## src/rtl/pmsad_pkg.sv

```systemverilog
package pmsad_pkg;

  typedef enum logic [2:0] {
    RS_LANE_LO = 3'd0,
    RS_LANE_HI = 3'd1,
    RS_PAIR    = 3'd2,
    RS_SUM     = 3'd3,
    RS_SAD_B   = 3'd4,
    RS_SAD_H   = 3'd5,
    RS_ZERO    = 3'd6
  } resSel_e;

  typedef struct packed {
    logic    aSigned;
    logic    bSigned;
    resSel_e resSel;
    logic    badOp;
  } ctrlStrobe_t;

  localparam logic [3:0] OPC_MUL_LO_S = 4'd0;
  localparam logic [3:0] OPC_MUL_LO_U = 4'd1;
  localparam logic [3:0] OPC_MUL_HI_S = 4'd2;
  localparam logic [3:0] OPC_MUL_HI_U = 4'd3;
  localparam logic [3:0] OPC_PAIR_S   = 4'd4;
  localparam logic [3:0] OPC_PAIR_U   = 4'd5;
  localparam logic [3:0] OPC_SUM_S    = 4'd6;
  localparam logic [3:0] OPC_SUM_U    = 4'd7;
  localparam logic [3:0] OPC_SAD_B    = 4'd8;
  localparam logic [3:0] OPC_SAD_H    = 4'd9;

endpackage

```

## src/rtl/pmsad_ctrl.sv

```systemverilog
module pmsad_ctrl
  import pmsad_pkg::*;
(
  input  logic [3:0]  opcode,
  output ctrlStrobe_t strobe
);

  always_comb begin
    strobe.aSigned = 1'b0;
    strobe.bSigned = 1'b0;
    strobe.resSel  = RS_ZERO;
    strobe.badOp   = 1'b0;
    case (opcode)
      OPC_MUL_LO_S: begin strobe.resSel = RS_LANE_LO; strobe.aSigned = 1'b1; strobe.bSigned = 1'b1; end
      OPC_MUL_LO_U: strobe.resSel = RS_LANE_LO;
      OPC_MUL_HI_S: begin strobe.resSel = RS_LANE_HI; strobe.aSigned = 1'b1; strobe.bSigned = 1'b1; end
      OPC_MUL_HI_U: strobe.resSel = RS_LANE_HI;
      OPC_PAIR_S:   begin strobe.resSel = RS_PAIR; strobe.aSigned = 1'b1; strobe.bSigned = 1'b1; end
      OPC_PAIR_U:   strobe.resSel = RS_PAIR;
      OPC_SUM_S:    begin strobe.resSel = RS_SUM; strobe.bSigned = 1'b1; end
      OPC_SUM_U:    strobe.resSel = RS_SUM;
      OPC_SAD_B:    strobe.resSel = RS_SAD_B;
      OPC_SAD_H:    strobe.resSel = RS_SAD_H;
      default:      strobe.badOp  = 1'b1;
    endcase
  end

endmodule

```

## src/rtl/pmsad_dp.sv

```systemverilog
module pmsad_dp
  import pmsad_pkg::*;
#(
  parameter int DATA_W = 64,
  parameter int HALF_W = 16,
  parameter int BYTE_W = 8
) (
  input  ctrlStrobe_t       strobe,
  input  logic [DATA_W-1:0] opA,
  input  logic [DATA_W-1:0] opB,
  output logic [DATA_W-1:0] dpResult
);

  localparam int NH      = DATA_W / HALF_W;
  localparam int NB      = DATA_W / BYTE_W;
  localparam int NP      = NH / 2;
  localparam int PW      = 2 * HALF_W + 2;
  localparam int PAIR_W  = 2 * HALF_W;
  localparam int SADB_W  = BYTE_W + $clog2(NB);
  localparam int SADH_W  = HALF_W + $clog2(NH);

  logic signed [PW-1:0] prod [NH];
  logic [DATA_W-1:0]    laneLo;
  logic [DATA_W-1:0]    laneHi;
  logic [DATA_W-1:0]    pairVec;
  logic [DATA_W-1:0]    sumAll;
  logic [BYTE_W-1:0]    diffB [NB];
  logic [HALF_W-1:0]    diffH [NH];
  logic [SADB_W-1:0]    sadB;
  logic [SADH_W-1:0]    sadH;

  // One 17x17 signed multiplier per halfword lane; the extension bit
  // carries the signedness chosen by the decoder.
  for (genvar h = 0; h < NH; h++) begin : g_lane
    logic [HALF_W-1:0]      aLane;
    logic [HALF_W-1:0]      bLane;
    logic signed [HALF_W:0] aExt;
    logic signed [HALF_W:0] bExt;
    assign aLane = opA[h*HALF_W +: HALF_W];
    assign bLane = opB[h*HALF_W +: HALF_W];
    assign aExt  = {strobe.aSigned & aLane[HALF_W-1], aLane};
    assign bExt  = {strobe.bSigned & bLane[HALF_W-1], bLane};
    assign prod[h] = aExt * bExt;
    assign laneLo[h*HALF_W +: HALF_W] = prod[h][HALF_W-1:0];
    assign laneHi[h*HALF_W +: HALF_W] = prod[h][2*HALF_W-1:HALF_W];
    assign diffH[h] = (aLane > bLane) ? (aLane - bLane) : (bLane - aLane);
  end

  for (genvar p = 0; p < NP; p++) begin : g_pair
    assign pairVec[p*PAIR_W +: PAIR_W] =
      prod[2*p][PAIR_W-1:0] + prod[2*p+1][PAIR_W-1:0];
  end

  for (genvar b = 0; b < NB; b++) begin : g_byte
    logic [BYTE_W-1:0] aByte;
    logic [BYTE_W-1:0] bByte;
    assign aByte = opA[b*BYTE_W +: BYTE_W];
    assign bByte = opB[b*BYTE_W +: BYTE_W];
    assign diffB[b] = (aByte > bByte) ? (aByte - bByte) : (bByte - aByte);
  end

  always_comb begin
    sumAll = '0;
    for (int h = 0; h < NH; h++) begin
      sumAll = sumAll + {{(DATA_W-PW){prod[h][PW-1]}}, prod[h]};
    end
  end

  always_comb begin
    sadB = '0;
    for (int b = 0; b < NB; b++) begin
      sadB = sadB + SADB_W'(diffB[b]);
    end
  end

  always_comb begin
    sadH = '0;
    for (int h = 0; h < NH; h++) begin
      sadH = sadH + SADH_W'(diffH[h]);
    end
  end

  always_comb begin
    case (strobe.resSel)
      RS_LANE_LO: dpResult = laneLo;
      RS_LANE_HI: dpResult = laneHi;
      RS_PAIR:    dpResult = pairVec;
      RS_SUM:     dpResult = sumAll;
      RS_SAD_B:   dpResult = DATA_W'(sadB);
      RS_SAD_H:   dpResult = DATA_W'(sadH);
      default:    dpResult = '0;
    endcase
  end

endmodule

```

## src/rtl/pmsad_unit.sv

```systemverilog
module pmsad_unit
  import pmsad_pkg::*;
#(
  parameter int DATA_W = 64,
  parameter int HALF_W = 16,
  parameter int BYTE_W = 8
) (
  input  logic              clk,
  input  logic              rstN,
  input  logic              validIn,
  input  logic [3:0]        opcode,
  input  logic [DATA_W-1:0] opA,
  input  logic [DATA_W-1:0] opB,
  output logic [DATA_W-1:0] result,
  output logic              resValid,
  output logic              decodeErr
);

  ctrlStrobe_t       strobe;
  logic [DATA_W-1:0] dpResult;

  pmsad_ctrl u_ctrl (
    .opcode (opcode),
    .strobe (strobe)
  );

  pmsad_dp #(
    .DATA_W (DATA_W),
    .HALF_W (HALF_W),
    .BYTE_W (BYTE_W)
  ) u_dp (
    .strobe   (strobe),
    .opA      (opA),
    .opB      (opB),
    .dpResult (dpResult)
  );

  always_ff @(posedge clk or negedge rstN) begin
    if (!rstN) begin
      result    <= '0;
      resValid  <= 1'b0;
      decodeErr <= 1'b0;
    end else begin
      resValid <= validIn;
      if (validIn) begin
        result    <= dpResult;
        decodeErr <= strobe.badOp;
      end
    end
  end

endmodule

```

## config.mk

```make
export PLATFORM = sky130hd
export DESIGN_NAME = pmsad_unit
export DESIGN_NICKNAME = d
export VERILOG_FILES = /design/src/rtl/pmsad_pkg.sv /design/src/rtl/pmsad_ctrl.sv /design/src/rtl/pmsad_dp.sv /design/src/rtl/pmsad_unit.sv
export SDC_FILE = /design/constraint.sdc
export NUM_CORES = 2
export LEC_CHECK = 0
export BUFFER_PORTS_ARGS = -buffer_cell sky130_fd_sc_hd__buf_4
export CELL_PAD_IN_SITES_DETAIL_PLACEMENT = 0
export CELL_PAD_IN_SITES_GLOBAL_PLACEMENT = 1
export CORE_MARGIN = 2
export CORE_UTILIZATION = 51
export DETAILED_ROUTE_END_ITERATION = 7
export HOLD_SLACK_MARGIN = 0.1
export PLACE_DENSITY = 0.81
export SYNTH_ARGS = -nofsm -noshare
export SYNTH_HDL_FRONTEND = slang
export SYNTH_SLANG_ARGS = --single-unit
```

## constraint.sdc

```tcl
create_clock -name clk -period 1.46 [get_ports clk]
set_clock_uncertainty 0.2 [all_clocks]
set_input_delay 0.073 -clock clk [delete_from_list [all_inputs] [get_ports clk]]
set_output_delay 0.073 -clock clk [all_outputs]
set_load 0.01 [all_outputs]
```

* Word-level counts from Yosys, hierarchy flattened
Cells that the tools add are included.
** Storage, ports and cells
- Output and inout bits :: 66
- Word-level logic and storage cells :: 106
- Bits of input ports :: 135
- Register bits :: 66
** Operators by class
- Multiply operators :: 4
- Reduce and logical (&&, ||, !) cells :: 9
- $add $sub $neg :: 39
- Muxes and demuxes :: 17
- Bitwise logic cells :: 8
- Order comparisons :: 12
- Eq/ne operators :: 14
** Operators by type and width (number)
- 64-bit one-hot mux with 6 select lines :: 1
- 17-bit by 17-bit multiplier with 34-bit output :: 4
- 64-bit adder :: 2
- 16-bit subtractor :: 8
- 8-bit subtractor :: 16
- 11-bit by 8-bit adder with 11-bit output :: 6
- 32-bit adder :: 2
- 16-bit > comparator :: 4
- 8-bit > comparator :: 8
- 16-bit two-way mux :: 4
- 8-bit two-way mux :: 8
- 18-bit by 16-bit adder with 18-bit output :: 2
- 34-bit by 34-bit adder with 35-bit output :: 1
- 3-bit one-hot mux with 6 select lines :: 1
- 16-bit by 16-bit adder with 17-bit output :: 1
- 4-bit by 3-bit equality test with 1-bit output (second input constant) :: 4
- 10-bit OR reduction :: 1
- 8-bit by 8-bit adder with 9-bit output :: 1
- 1-bit bitwise AND :: 8
- 4-bit by 2-bit equality test with 1-bit output (second input constant) :: 2
- 4-bit equality test (second input constant) :: 2
- 2-bit OR reduction :: 4
- 3-bit by 2-bit equality test with 1-bit output (second input constant) :: 2
- 3-bit equality test (second input constant) :: 2
- other kinds (7) :: 9

* Depth between registers and ports, before layout
- Depth in word-level cells :: 10
- Gate-level depth with buffers :: 49
- Depth with buffers taken out :: 47

* By module
A second synthesis with hierarchy kept.
** Second synthesis, totals
- Cells, all modules :: 7434
- Area total of the unflattened synthesis :: 64090.2 um^2
** Modules (own cells, without submodules)
- pmsad_dp :: cells each 7288, sequential area each 0.0 um^2, times used 1, area each 61391.4 um^2
- pmsad_unit :: cells each 138, sequential area each 1651.6 um^2, times used 1, area each 2643.8 um^2
- pmsad_ctrl :: cells each 8, sequential area each 0.0 um^2, times used 1, area each 55.1 um^2

* Worst setup path before layout
Ideal clock, no wire load.
- Kind :: input-to-reg
- From :: in opcode[3]
- To :: reg result[59]
- Arrival time :: 10192 ps
- Library setup time :: 77 ps
- Cell stages on the path :: 43
- Slack :: -9009 ps
- Buffers on the path :: 3
- Required time :: 1183 ps
- Path through :: clkbuf_1 -> nor2_1 -> and3_1 -> clkbuf_1 -> nand2_1 -> inv_1 -> fa_1 -> fa_1 -> inv_1 -> fa_1 -> fa_1 -> fa_1 -> fa_1 -> inv_1 -> ha_1 -> nand2_1 -> o41ai_2 -> a21o_1 -> [7 not listed] -> and2_1 -> a221o_1 -> nand3b_1 -> nand2_2 -> a41o_1 -> nor3_1 -> fa_1 -> ha_1 -> a21oi_1 -> nand2b_1 -> or3_1 -> a311o_1 -> nand2_1 -> a22o_1 -> buf_2 -> a211o_1 -> a21oi_1 -> a21oi_1
** Between the ends
- Longest elaborated chain between the ends :: 9
- Elaborated cells between the ends (all ways) :: 42
- Those cells by class :: add/sub: 4; mul: 4; eq/ne: 14; mux: 4; bitwise: 8; reduce/logical: 8
** Ends and longest elaborated chain
- start, declared :: line pmsad_unit.sv:11 : input logic [3:0] opcode,
- 4-bit by 3-bit equality test with 1-bit output, or another cell as far along :: line pmsad_ctrl.sv:13 : case (opcode)
- 4-bit OR reduction (no line) / 3-bit OR reduction (equally long branches)
- 1-bit two-way mux :: line pmsad_ctrl.sv:13
- 1-bit bitwise AND (on tied branches) :: line pmsad_dp.sv:42, pmsad_dp.sv:41
- 17-bit by 17-bit multiplier with 34-bit output :: line pmsad_dp.sv:43 : assign prod[h] = aExt * bExt;
- 34-bit by 34-bit adder with 35-bit output :: line pmsad_dp.sv:65 : sumAll = sumAll + {{(DATA_W-PW){prod[h][PW-1]}}, prod[h]};
- 64-bit adder (2 in a row) :: line pmsad_dp.sv:65
- 64-bit one-hot mux with 6 select lines * :: line pmsad_dp.sv:84 : case (strobe.resSel)
- end signal, assigned :: line pmsad_unit.sv:46 : result <= dpResult;
- end, declared :: line pmsad_unit.sv:14 : output logic [DATA_W-1:0] result,
Every way passes the cells marked *; elsewhere a longest branch is shown, timed or not.
A chain may end at the register's enable or synchronous reset.

* Final worst setup path
- From :: in opcode[2]
- To :: reg result[35]
The elaborated chain is that of the path after synthesis.

==> impl_metrics.yaml <==
clock_tree:
  cts_num_sinks: 66
  cts_max_path_buffers: 2
  cts_tree: "yes"
  clock_tree.htree_level_count: 3
  clk_pin_slew_worst_paths_ns: 0.06
  ctsHoldBuffers: 5
  cts_buffers: 9
  clk_latency_ns: 0.35
  cts.root.buffer_cell: "sky130_fd_sc_hd__clkbuf_16"
worst_setup_path:
  crit_path_start: "opcode[2]"
  timing.critical_path.required_ns: 1.48
  setup.reg_to_reg.worst_slack_ns: -0.02
  crit-reg2reg-launch: "result[56]"
  critical_path_class: "input port to register"
  cell_family_with_most_cp_delay: "adder cells"
  crit_path_frequent_cell: "sky130_fd_sc_hd__fa_1"
  critical_path_buf_inv_count: 8
  worstReg2RegEnd: "result[56]"
  crit_path_max_fanout: 4
  critical_path.endpoint_type: "register"
  rr_worst_depth: 3
  worst_setup_path_endpoint: "result[35]"
  worstSetupPathDepth: 44
  slowest_stage: "sky130_fd_sc_hd__fa_1"
  worstSetupStartpointType: "input port"
  timing.critical_path.arrival_ns: 10.04
  critical_path.max_stage_delay_ns: 0.57
detailed_routing:
  antenna_violating_nets_post_route: 0
  remaining_drc_errors: 0
  detail_route.vias_per_cell: 5.39
  routed-via-count: 57900
  drt_wl_total_um: 229000
  wl_per_cell_um: 21.3
  detail_route.first_pass.iterations: 6
  first_iteration_detailed_routing_drc_count: 4335
floorplan:
  die_span_in_x_um: 353
  die_h_um: 353
  fp-row-count: 127
  core-area_um2: 120000
  die_area_um2: 125000
  start_util_pct: 51.6
  ioPinCount: 201
synth:
  synth_top_cells_by_area: "sky130_fd_sc_hd__fa_1 (42%), sky130_fd_sc_hd__ha_1 (14%), sky130_fd_sc_hd__inv_1 (9.3%), sky130_fd_sc_hd__nand2_1 (4.7%), sky130_fd_sc_hd__nor2_1 (3.7%)"
  yosysWarningCount: 0
  synth_top_area_share_pct: 41.8
  avgSynthCellArea_um2: 8.65
  synth.net_count: 9294
  postSynthRegisterBits: 66
  post_synth_num_cell_types: 90
  synth.cell_area_um2: 62100
  synth-async-reset-ratio_pct: 100
  dominantRegCellSynth: "sky130_fd_sc_hd__dfrtp_1"
  synth_area_leader_cell: "sky130_fd_sc_hd__fa_1"
  synth-seq-area-share_pct: 2.66
  synthCells: 7172
  edff_count_synth: 0
hold_path:
  min_path_type: "input port to asynchronous set/reset pin"
sta:
  grt_setup_unrepaired: "true"
  setup_tns_ns: -485.04
  timing.slew.headroom_pct: 40.1
  finalSetupViolations: 65
  peak_freq_mhz: 99.8
  final-max-slew-violation-count: 0
  setup_slack_ns: -8.56
  timing.final.crit_period_ns: 10.02
  timing.final.hold_violations: 0
  min_period_over_period_pct: 686
  tightest_slew_ns: 0.892
layout:
  share_of_post_route_cells_with_drive_strength_above_1_pct: 30.2
  multi_input_comb_area_um2: 56600
  final.fill_count: 9784
  layout.cells.most_common_list: "sky130_fd_sc_hd__buf_4 (2,002), sky130_fd_sc_hd__inv_1 (1,478), sky130_fd_sc_hd__fa_1 (1,281)"
  design.final.nets: 11200
  layout.core_utilization_pct: 69.9
  seq_area_um2: 1650
  syn_to_final_growth_pct: 35.4
  most_frequent_standard_cell_in_the_layout_excluding_fill_and_tap_cells: "sky130_fd_sc_hd__buf_4"
  post_layout_nonfiller_instances: 10700
global_routing:
  antenna_found_initial: 3
  grt_remaining_overflow: 0
  global_route_wire_length_before_repair_um: 358000
  grt_use_total_pct: 37.3
  first_global_vias: 61800
  grt_max_degree: 39
run_status:
  outcome: "finished with violations"
  violations: "setup timing"
placement:
  place_congestion: 1.03
  post-dp-hpwl_um: 203000
  dp_cells: 10600
  numPortBuffers: 200
  pre_cts_setup_slack_ns: -9.36
flow_run:
  maxCapViolations: 0
final cells by class:
| class | count | area share, % |
|---|---|---|
| tap | 1612 | 2.40 |
| antenna | 2 | 0.00595 |
| clock buffer | 10 | 0.272 |
| timing repair inverter | 1 | 0.00595 |
| timing repair buffer | 2172 | 20.7 |
| multi-input combinational | 5283 | 67.4 |
| inverter | 1574 | 7.20 |
| clock inverter | 6 | 0.0491 |
| sequential | 66 | 1.96 |
synthesized netlist by cell type, types with 66 or more instances:
| cell | number |
|---|---|
| sky130_fd_sc_hd__nand2_1 | 779 |
| sky130_fd_sc_hd__a21oi_1 | 328 |
| sky130_fd_sc_hd__clkbuf_1 | 216 |
| sky130_fd_sc_hd__xor2_1 | 113 |
| sky130_fd_sc_hd__fa_1 | 1297 |
| sky130_fd_sc_hd__nor2_1 | 605 |
| sky130_fd_sc_hd__inv_1 | 1541 |
| sky130_fd_sc_hd__ha_1 | 690 |
| sky130_fd_sc_hd__dfrtp_1 | 66 |
| sky130_fd_sc_hd__a21o_1 | 141 |
| sky130_fd_sc_hd__o21bai_1 | 77 |
| sky130_fd_sc_hd__xnor2_1 | 251 |
| sky130_fd_sc_hd__o21ai_0 | 188 |
cell families (layout without fill, tap and decap cells):
logic type	count (synthesis)	count (layout)	synth area share [%]
adder cells (fa/ha/maj)	1987	1987	55.7
multiplexers	95	95	1.64
AND/OR/NAND/NOR	1714	1714	11.6
AO/OA/AOI/OAI	1121	1121	12.1
XOR/XNOR	366	366	5.20
flip-flops	66	66	2.66
other	0	2	0
buffers and inverters	1823	3763	11.0
per-stage QoR:
stage | cell area (um2) | hold slack, ns
3_5_place_dp | 80000 | -0.169
4_1_cts | 82700 | 0.00548
5_1_grt | 84100 | 0.0342
2_1_floorplan | 63400 | -0.423
6_report | 84100 | 0.00140
3_3_place_gp | 80000 | -0.173
flip-flops by register name, summed over array words and instances, names as in the netlist:
| name | count |
|---|---|
| decodeErr | 1 |
| result | 64 |
| resValid | 1 |
worst min-delay path by stage:
stage,startpoint,end,cells after the start
floorplan,rstN,decodeErr,0
global placement,rstN,result[3],1
detailed placement,rstN,result[2],1
CTS,rstN,result[3],2
global route,rstN,result[7],2
finish,rstN,result[7],2
per-layer routing:
metal	vias to the layer above	wire, um	GRT usage, %
met5	-	0	0
met4	0	12700	16.6
met3	493	15500	4.83
met2	2091	106000	60.3
met1	29100	94300	50.2
li1	26200	-	-
repair_timing:
action	CTS	global route
cloned	3	0
gates resized for setup	370	237
pin swaps	168	211
endpoints found under the setup margin	64	64
hold endpoints to repair	78	25
setup buffers	73	51
Power is not shown: default switching activity piles up to over one toggle a cycle in this logic, so the estimate is an artifact.
